<file path="config.mk">
export PLATFORM = sky130hd
export DESIGN_NAME = card_ident_fsm
export DESIGN_NICKNAME = d
export VERILOG_FILES = /design/src/rtl/card_ident_fsm.sv
export SDC_FILE = /design/constraint.sdc
export NUM_CORES = 1
export LEC_CHECK = 0
export BUFFER_PORTS_ARGS = -buffer_cell sky130_fd_sc_hd__clkbuf_2
export CAP_MARGIN = 20
export CORE_ASPECT_RATIO = 1.1
export CORE_MARGIN = 5
export CORE_UTILIZATION = 40
export DETAILED_ROUTE_END_ITERATION = 10
export PLACE_DENSITY = 0.85
export SLEW_MARGIN = 0
export SYNTH_ARGS = -nofsm -noshare
export SYNTH_HDL_FRONTEND = slang
export SYNTH_SLANG_ARGS = --single-unit
</file>
<file path="constraint.sdc">
create_clock -name clk -period 4.9 [get_ports clk]
set_input_delay 0.735 -clock clk [delete_from_list [all_inputs] [get_ports clk]]
set_output_delay 0.735 -clock clk [all_outputs]
set_load 0.05 [all_outputs]
</file>
<file path="src/rtl/card_ident_fsm.sv">
module card_ident_fsm #(
  parameter int IDX_W = 6,
  parameter int ARG_W = 32,
  parameter int RCA_W = 16,
  parameter logic [(1<<IDX_W)-1:0] CMD_MASK = 64'h0000_0000_0007_B68F,
  parameter int IDX_SWRST = 0,
  parameter int IDX_OPCOND = 1,
  parameter int IDX_CIDBC = 2,
  parameter int IDX_SETRCA = 3
) (
  input  logic             clk,
  input  logic             por_n,
  input  logic             cmd_valid,
  input  logic [IDX_W-1:0] cmd_index,
  input  logic [ARG_W-1:0] cmd_arg,
  input  logic             crc_ok,
  input  logic             volt_ok,
  input  logic             busy,
  input  logic             arb_lost,
  output logic [3:0]       state_o,
  output logic             resp_en_o,
  output logic             illegal_o,
  output logic [RCA_W-1:0] rca_o
);

  localparam logic [3:0] ST_IDLE  = 4'd0;
  localparam logic [3:0] ST_READY = 4'd1;
  localparam logic [3:0] ST_IDENT = 4'd2;
  localparam logic [3:0] ST_STBY  = 4'd3;
  localparam logic [3:0] ST_INACT = 4'd15;

  logic [3:0] state_d;
  logic resp_d, ill_d, rca_ld, rca_clr;

  wire supported = CMD_MASK[cmd_index];
  wire accept    = cmd_valid && crc_ok && supported && (state_o != ST_INACT);
  wire is_rst    = cmd_index == IDX_W'(IDX_SWRST);
  wire is_op     = cmd_index == IDX_W'(IDX_OPCOND);
  wire is_cid    = cmd_index == IDX_W'(IDX_CIDBC);
  wire is_rca    = cmd_index == IDX_W'(IDX_SETRCA);

  always_comb begin
    state_d = state_o;
    resp_d  = 1'b0;
    ill_d   = 1'b0;
    rca_ld  = 1'b0;
    rca_clr = 1'b0;
    if (accept) begin
      if (is_rst) begin
        state_d = ST_IDLE;
        rca_clr = 1'b1;
      end else begin
        case (state_o)
          ST_IDLE:
            if (is_op) begin
              if (!volt_ok) state_d = ST_INACT;
              else begin
                resp_d = 1'b1;
                if (!busy) state_d = ST_READY;
              end
            end else ill_d = 1'b1;
          ST_READY:
            if (is_cid) begin
              if (!arb_lost) begin
                state_d = ST_IDENT;
                resp_d  = 1'b1;
              end
            end else ill_d = 1'b1;
          ST_IDENT:
            if (is_rca) begin
              state_d = ST_STBY;
              resp_d  = 1'b1;
              rca_ld  = 1'b1;
            end else ill_d = 1'b1;
          default: ill_d = 1'b1;
        endcase
      end
    end
  end

  always_ff @(posedge clk or negedge por_n) begin
    if (!por_n) begin
      state_o   <= ST_IDLE;
      resp_en_o <= 1'b0;
      illegal_o <= 1'b0;
      rca_o     <= '0;
    end else begin
      state_o   <= state_d;
      resp_en_o <= resp_d;
      illegal_o <= ill_d;
      if (rca_clr)     rca_o <= '0;
      else if (rca_ld) rca_o <= cmd_arg[ARG_W-1 -: RCA_W];
    end
  end

  assert_busy_stays_idle_R3: assert property (@(posedge clk) disable iff (!por_n)
    cmd_valid && crc_ok && is_op && state_o == ST_IDLE && volt_ok && busy
    |=> state_o == ST_IDLE && resp_en_o);

  assert_inactive_hold_R4: assert property (@(posedge clk) disable iff (!por_n)
    state_o == ST_INACT |=> state_o == ST_INACT && !resp_en_o && !illegal_o);

  assert_rca_capture_R6: assert property (@(posedge clk) disable iff (!por_n)
    cmd_valid && crc_ok && is_rca && state_o == ST_IDENT
    |=> rca_o == $past(cmd_arg[ARG_W-1 -: RCA_W]) && state_o == ST_STBY);

  assert_soft_reset_R7: assert property (@(posedge clk) disable iff (!por_n)
    cmd_valid && crc_ok && is_rst && state_o != ST_INACT
    |=> state_o == ST_IDLE && rca_o == '0 && !resp_en_o);

  assert_bad_cmd_ignored_R8: assert property (@(posedge clk) disable iff (!por_n)
    cmd_valid && (!crc_ok || !CMD_MASK[cmd_index])
    |=> $stable(state_o) && $stable(rca_o) && !resp_en_o && !illegal_o);

  assert_illegal_quiet_R9: assert property (@(posedge clk) disable iff (!por_n)
    illegal_o |-> !resp_en_o && $stable(state_o));

  assert_pulse_single_R10: assert property (@(posedge clk) disable iff (!por_n)
    !cmd_valid |=> !resp_en_o && !illegal_o);

endmodule

</file>
==> qor.txt <==
1st-iter DRT viols: 33
Slew Limit Fails: 0
Via count: 965
CP peak stage delay: 0.54 ns
Clock latency at the later pin of the worst-skew pair: 0.29 ns
Setup TNS: 0 ns
Clock Tree Buf Depth: 2
Most frequent cell after synthesis: dfrtp_1
Syn avg cell area: 11.9 sq um
Leak pwr: 0.751 nW
Final setup viols: 0
Largest net degree at the start of global routing: 22
Hold Fails Final Rpt: 0
Core Region: 2750 sq um
Clock transition at path regs: 0.10 ns
Fmax: 446 MHz
Synth area leader: dfrtp_1
GRT Util Overall: 0.135
Initial antenna violation count: 0
Avg WL per Cell: 14.5 um
Synth top cells by count: 21 x dfrtp_1, 10 x a22o_1, 7 x inv_1
Inserted Clock Buffers: 3
Rel. slew slack: 0.602
Top-area cell type share of the netlist area: 0.465
Vias in the first global route: 994
Startpoint Class: input pin
Die footprint: 3990 sq um
Starting density of the core: 0.410
Worst-path maximum fanout: 16
Period utilization: 0.458
H-tree depth: 1
Worst slew pin tran: 0.594 ns
Final Skew: 0.00244 ns
Top cells by area, synth: dfrtp_1 47%, a22o_1 7.8%, ha_1 6.6%
First-pass GRT wire length: 4.20 mm
DIE HEIGHT: 65.7 um
Crit. End Element: flip-flop
Diode count: 0
CTS tree: yes
Final Critical Period: 2.24 ns
Gr ovfl total: 0
Vias/cell: 5.48
RSZ-0062 raised after global routing: no
Syn nets: 146
Synth warn: 0
Cells on worst reg2reg path: 4
Asr flop ratio synth: 1.00
CP max stage cell: or4_4
Cell Chain, Critical Path: clkbuf_2, or4_4, a311o_4, nor3_4, a22o_1
Mapped Area: 1130 sq um
Post-CTS setup buffers: 0
Max VDD drop: 0.131 mV
Seq/Total Area, Yosys: 0.465
Max_cap viols: 0
Post-route DRC: 0
Drt pass-1 iters: 4
Setup CP Type: in2reg
WP data arrival: 2.47 ns
Hold Path Class: in2async
Area grow syn2layout: 24.3%
Fillers: 246
Unique masters post-synth: 38
Layout cells sized above 1: 0.441
Top FF cell, synth: dfrtp_1
Input/output buffers: 50
Row Count: 20
Outcome: finished clean
Die Wd: 60.7 um
Placed cell area: 1380 sq um
CTS sink cnt: 21
Post_cts resized: 0
Cts hold-fix bufs: 0
GPL Wtd Cong: 0.701
Post-synth EDFFs: 0
Pwr dens: 209 nW/um^2
Remaining antenna violation count: 0
Io pins: 67
Mapped Cells: 95
Design area: 1400 sq um
DP Wirelength: 2.07 mm
Yosys reg bits: 21
Nets: 195
Clock Tree Root: clkbuf_4
Worst Path Required: 5.13 ns
Drt total wl: 2.56 mm
[cell usage in the layout (no fill, tap or decap)]
cell type,Yosys,layout
nor4_1,1,1
a221oi_1,2,2
a2bb2oi_1,1,1
nand4bb_1,1,1
nor2_1,2,2
nor3_4,1,1
xnor2_1,1,1
dfrtp_1,21,21
nand3b_1,1,1
clkbuf_2,0,50
a22o_1,10,10
inv_1,7,7
clkbuf_1,1,1
nand4_1,1,1
o32ai_1,1,1
nor3_1,1,1
o31ai_1,1,1
o221ai_1,1,1
a21oi_1,2,2
o21bai_4,1,1
clkbuf_4,0,3
a211o_1,1,1
a311o_4,1,1
nand2_1,2,2
ha_1,6,6
o22ai_1,1,1
o21ai_0,2,2
nand2b_1,1,1
nor4b_1,2,2
o21a_1,1,1
a41oi_1,1,1
or4_4,1,1
a311oi_1,1,1
and4_1,1,1
mux2i_1,1,1
and2_1,5,5
a22o_2,6,6
[worst max-delay path: cells and delay by family]
kind                   cells  cell delay, ns
AO/OA/AOI/OAI              2            0.61
AND/OR/NAND/NOR            2            1.01
buffers and inverters      1            0.11
[worst paths after layout]
kind / start / end / slack, ns
max in group asynchronous: por_n / rca_o[1]$_DFFE_PN0P_ / 4.18
worst min-delay path: por_n / rca_o[13]$_DFFE_PN0P_ / 0.39
worst max-delay path: cmd_index[2] / rca_o[4]$_DFFE_PN0P_ / 2.66
min in group clk: rca_o[2]$_DFFE_PN0P_ / rca_o[2]$_DFFE_PN0P_ / 0.51
worst min register to register: rca_o[2]$_DFFE_PN0P_ / rca_o[2]$_DFFE_PN0P_ / 0.51
worst max register to register: state_o[0]$_DFFE_PN0P_ / state_o[2]$_DFFE_PN0P_ / 2.99
[registers in the layout, indices dropped and copies added, names as in the netlist]
register   flops
rca_o         16
state_o        3
illegal_o      1
resp_en_o      1
[per-layer routing]
layer  up-vias  global-route usage  wire, um
met1       453               0.176      1090
met3         2              0.0157       235
li1        459                   -         -
met4         0              0.0461         6
met2        51               0.227      1230
met5         -                   0         0
[report_power, final]
part | internal [mW] | total, mW | switching (mW) | leakage, nW
clock network | 0.0316 | 0.0762 | 0.0446 | 0.0150
registers | 0.175 | 0.178 | 0.00307 | 0.283
logic | 0.0171 | 0.0401 | 0.0230 | 0.453
total | 0.223 | 0.294 | 0.0707 | 0.751
[final cells by class]
cell class                      instances  area [sq um]  area share
Clock buffer                            4          26.3      0.0187
Inverter                                7          26.3      0.0187
Multi-Input combinational cell         61           534       0.381
Sequential cell                        21           526       0.374
Tap cell                               33          41.3      0.0294
Timing Repair Buffer                   50           250       0.178
[stage by stage]
step | hold slack (ns) | worst slack (ns) | util | power (mW) | instances
global placement | 0.482 | 2.39 | 0.500 | 0.219 | 172
floorplan | 0.439 | 2.66 | - | 0.200 | 95
global route | 0.433 | 2.54 | 0.510 | 0.309 | 176
finish | 0.392 | 2.66 | 0.510 | 0.294 | 176
CTS | 0.394 | 2.66 | 0.510 | 0.298 | 176
detailed placement | 0.486 | 2.35 | 0.500 | 0.221 | 172
[logic make-up after synthesis]
family,share of synthesized area
AO/OA/AOI/OAI,0.264
flip-flops,0.465
AND/OR/NAND/NOR,0.126
buffers and inverters,0.0620
adder cells (fa/ha/maj),0.0664
XOR/XNOR,0.00775
multiplexers,0.00886
(Power assumes the default switching activity.)
